[config.mk]
export PLATFORM = sky130hd
export DESIGN_NAME = smm_special_responder
export DESIGN_NICKNAME = d
export VERILOG_FILES = /design/src/rtl/smr_pkg.sv /design/src/rtl/smr_decode.sv /design/src/rtl/smr_active_flag.sv /design/src/rtl/smr_grant_seq.sv /design/src/rtl/smm_special_responder.sv
export SDC_FILE = /design/constraint.sdc
export NUM_CORES = 1
export LEC_CHECK = 0
export ABC_AREA = 1
export BUFFER_PORTS_ARGS = -buffer_cell sky130_fd_sc_hd__buf_2
export CORE_AREA = 8 8 45 47
export DETAILED_ROUTE_END_ITERATION = 10
export DIE_AREA = 0 0 53 55
export HOLD_SLACK_MARGIN = 0.05
export REMOVE_ABC_BUFFERS = 1
export SYNTH_ARGS = -nofsm -noshare
export SYNTH_HDL_FRONTEND = slang
export SYNTH_HIERARCHICAL = 1
export SYNTH_SLANG_ARGS = --single-unit
[constraint.sdc]
create_clock -name clk -period 1.6 [get_ports clk]
set_clock_uncertainty 0.05 [all_clocks]
set_input_delay 0.08 -clock clk [delete_from_list [all_inputs] [get_ports clk]]
set_output_delay 0.08 -clock clk [all_outputs]
set_load 0.005 [all_outputs]
[src/rtl/smr_pkg.sv]
package smr_pkg;
   typedef struct packed {
      logic any;
      logic mgmt_ack;
      logic stop_ack;
   } smr_dec_t;
endpackage

[src/rtl/smr_decode.sv]
module smr_decode #(
   parameter int unsigned TYPE_W    = 3,
   parameter logic [TYPE_W-1:0] MGMT_CODE = 3'b001,
   parameter logic [TYPE_W-1:0] STOP_CODE = 3'b010
) (
   input  logic              valid,
   input  logic [TYPE_W-1:0] kind,
   output smr_pkg::smr_dec_t dec
);
   always_comb begin
      dec.any      = valid;
      dec.mgmt_ack = valid && (kind == MGMT_CODE);
      dec.stop_ack = valid && (kind == STOP_CODE);
   end
endmodule

[src/rtl/smr_active_flag.sv]
module smr_active_flag (
   input  logic              clk,
   input  logic              rst_n,
   input  smr_pkg::smr_dec_t dec,
   input  logic              qual,
   output logic              active
);
   always_ff @(posedge clk or negedge rst_n) begin
      if (!rst_n)            active <= 1'b0;
      else if (dec.mgmt_ack) active <= qual;
   end
endmodule

[src/rtl/smr_grant_seq.sv]
module smr_grant_seq #(
   parameter int unsigned MAX_PEND = 4
) (
   input  logic clk,
   input  logic rst_n,
   input  logic start,
   input  logic done,
   output logic req
);
   localparam int unsigned CNT_W = $clog2(MAX_PEND + 1);

   generate
      if (MAX_PEND == 1) begin : g_flag
         logic busy_q;
         always_ff @(posedge clk or negedge rst_n) begin
            if (!rst_n)     busy_q <= 1'b0;
            else if (start) busy_q <= 1'b1;
            else if (done)  busy_q <= 1'b0;
         end
         assign req = busy_q;
      end else begin : g_count
         logic [CNT_W-1:0] cnt_q;
         logic             inc, dec;
         assign inc = start && (cnt_q != CNT_W'(MAX_PEND));
         assign dec = done && (cnt_q != '0);
         always_ff @(posedge clk or negedge rst_n) begin
            if (!rst_n) cnt_q <= '0;
            else begin
               case ({inc, dec})
                  2'b10:   cnt_q <= cnt_q + 1'b1;
                  2'b01:   cnt_q <= cnt_q - 1'b1;
                  default: cnt_q <= cnt_q;
               endcase
            end
         end
         assign req = (cnt_q != '0);
      end
   endgenerate
endmodule

[src/rtl/smm_special_responder.sv]
module smm_special_responder #(
   parameter int unsigned TYPE_W    = 3,
   parameter logic [TYPE_W-1:0] MGMT_CODE = 3'b001,
   parameter logic [TYPE_W-1:0] STOP_CODE = 3'b010,
   parameter int unsigned MAX_PEND  = 4
) (
   input  logic              clk,
   input  logic              rst_n,
   input  logic              txn_valid,
   input  logic [TYPE_W-1:0] txn_type,
   input  logic              mem_qual,
   input  logic              sg_done,
   output logic              resp_req,
   output logic              mgmt_active,
   output logic              sg_req
);
   generate
      if (MGMT_CODE == STOP_CODE) begin : g_bad_codes
         $error("management and stop-clock codes must differ");
      end
      if (MAX_PEND < 1) begin : g_bad_depth
         $error("MAX_PEND must be at least 1");
      end
   endgenerate

   smr_pkg::smr_dec_t dec;

   smr_decode #(.TYPE_W(TYPE_W), .MGMT_CODE(MGMT_CODE), .STOP_CODE(STOP_CODE)) u_dec (
      .valid(txn_valid), .kind(txn_type), .dec(dec)
   );

   always_ff @(posedge clk or negedge rst_n) begin
      if (!rst_n) resp_req <= 1'b0;
      else        resp_req <= dec.any;
   end

   smr_active_flag u_act (
      .clk(clk), .rst_n(rst_n), .dec(dec), .qual(mem_qual), .active(mgmt_active)
   );

   smr_grant_seq #(.MAX_PEND(MAX_PEND)) u_seq (
      .clk(clk), .rst_n(rst_n), .start(dec.stop_ack), .done(sg_done), .req(sg_req)
   );
endmodule

==> flow_summary.ini <==
[clocking]
cts_tree = yes
cts.sinks = 5
clock_latency_ns = 0.24
clkTransAtPathRegs_ns = 0.05
clockBufferDepth = 2
cts_max_level = 1
cts_buffers = 3
cts-root-buf = clkbuf_4

[setup_path]
crit_type = reg -> reg
cpMostUsedCell = inv_2
reg2reg_depth = 6
arrival_ns = 1.75
crit_path_end_kind = flop
cp_top_family = adder cells
start_kind = flop
path_buf_inv = 2
cp.depth = 6
worstPathCellList = inv_2, o31ai_4, ha_2, inv_2, fa_2, o21ai_2
cp_slowest_cell = fa_2
worstPathRequired_ns = 1.67
critPathMaxFanout = 3
critPathMaxStageDelay_ns = 0.53

[global_route]
track_usage_pct = 6.97
grt_overflow = 0
grt_pass1_wl_um = 1370
grt_max_degree = 6
grt_pass1_vias = 357
antenna_found_initial = 0

[finish]
nNetsFinal = 73
final_cell_mix = buf_2, nand2_1, buf_4
design_area_um2 = 504
final-seq-area_um2 = 125
area.growth.synth_to_final_pct = 67.9
multiInputGateArea_um2 = 155
antenna_cells = 0
drive_gt1_share_pct = 50.0
fill_cells = 154

[die]
rows = 14
ios = 11
die_area_mm2 = 0.00292
fp.dieW_um = 53
die_h_um = 55
initial_core_util_pct = 21.7
core-area_mm2 = 0.00138

[logic_synthesis]
synth.area.top_cells = dfrtp_1, nand2_1, inv_1
syn_inst = 38
synth_top_area_share_pct = 41.7
synth_seq_area_share_pct = 41.7
yosysTopAreaCell = dfrtp_1
syn_area_um2 = 300
avgSynthCellArea_um2 = 7.90
synth_cell_types = 15
yosys_warnings = 6
synth_seq_cells = 5

[route]
first_pass_iters = 1
drcViolationCount = 0
wl_per_cell_um = 10.1
drt-initial-drc-count = 0
detail-route-antenna-nets = 0
vias = 305
drt_wl_total_um = 789
viasPerCell = 3.91

[placed_design]
dpl_cell_area_um2 = 393
portBuffers = 10
dp_hpwl_um = 551
gp_congestion = 0.760

[sta]
setup_tns_ns = -0.157
slew_headroom_pct = 88.0
period_needed_ns = 1.68
setup_viol = 2
holdWs_ns = 0.128
timing.fmax_ghz = 0.595
fin_crit_sh_pct = 105
setup_ws_ns = -0.0804
grt_setup_unrepaired = true
tightest_slew_ns = 0.179
slew_viol_final = 0
finalHoldViolCount = 0

[pwr]
p_per_area_mw_per_mm2 = 1620
peakVddDrop_v = 0.000607
p_leak_uw = 0.000267

[flow_run]
maxCapViolations = 0

[status]
outcome = finished, violations left
violations = negative setup slack

[hold_path]
min_path_type = in -> async
-- metal layers --
layer / part of all wire (%) / GRT usage, % / vias up
li1: - / - / 161
met1: 40 / 6.16 / 128
met2: 44 / 10.4 / 12
met3: 9.3 / 2.67 / 4
met4: 6.3 / 10.3 / 0
met5: 0 / 0 / -
-- through the flow --
step | cells | utilization (%) | setup slack, ns | power (uW)
detailed placement | 67 | 28.4 | -0.179 | 529
global placement | 67 | 28.4 | -0.170 | 520
floorplan | 37 | - | -0.0504 | 390
global route | 78 | 36.4 | -0.224 | 895
finish | 78 | 36.4 | -0.0804 | 817
CTS | 77 | 35.6 | -0.0653 | 780
-- cells in the mapped netlist, drive strengths merged --
cell,count
nand4,1
fa,1
ha,1
nand3,2
and2,1
xnor2,1
nand2,11
inv,10
o21ai,1
nor2,2
o31ai,1
buf,1
dfrtp,5
-- logic make-up after synthesis --
| family | Yosys count | synth area share, % |
|---|---|---|
| AND/OR/NAND/NOR | 17 | 25.4 |
| buffers and inverters | 11 | 15.0 |
| flip-flops | 5 | 41.7 |
| AO/OA/AOI/OAI | 2 | 4.17 |
| adder cells (fa/ha/maj) | 2 | 10.8 |
| XOR/XNOR | 1 | 2.92 |
-- worst reg2reg max path: cells and delay by family (launching register included) --
family,cells,cell delay (ns)
buffers and inverters,2,0.12
AO/OA/AOI/OAI,2,0.29
adder cells (fa/ha/maj),2,0.75
flip-flops,1,0.36
-- final cells by class --
cell class	instances	share of cell area (%)
Clock buffer	4	5.21
Tap cell	16	3.97
Sequential cell	5	24.8
Timing Repair Buffer	21	27.8
Multi-Input combinational cell	22	30.8
Inverter	10	7.44
-- final timing paths --
kind | start | to | slack [ns]
setup reg to reg | u_seq/g_count.cnt_q[2] | u_seq/g_count.cnt_q[1] | -0.08
hold reg to reg | u_act/active | u_act/active | 0.42
min in group clk | txn_type[0] | u_act/active | 0.13
max in group asynchronous | rst_n | resp_req | 1.23
setup / recovery | u_seq/g_count.cnt_q[2] | u_seq/g_count.cnt_q[1] | -0.08
hold / removal | rst_n | u_seq/g_count.cnt_q[0] | 0.13
-- power by group --
group	leakage (uW)	switching (uW)	internal [uW]	total (uW)
logic	0.000192	202	244	446
clock network	0.0000150	51.1	94.2	145
registers	0.0000603	51.3	174	225
total	0.000267	304	512	817
-- sequential cells by signal (all words and copies together) (netlist names) --
signal and flops:
u_seq/g_count.cnt_q 3, resp_req 1, u_act/active 1
-- timing repair --
| item | 4_1_cts | 5_1_grt |
|---|---|---|
| hold buffers | 3 | 0 |
| gates resized for setup | 8 | 1 |
| pin swaps | 4 | 0 |
| endpoints found under the hold margin | 7 | 0 |
| buffers inserted | 3 | 1 |
| endpoints found under the setup margin | 2 | 2 |
| gates cloned | 0 | 0 |
Power figures use the tool's default switching activity.
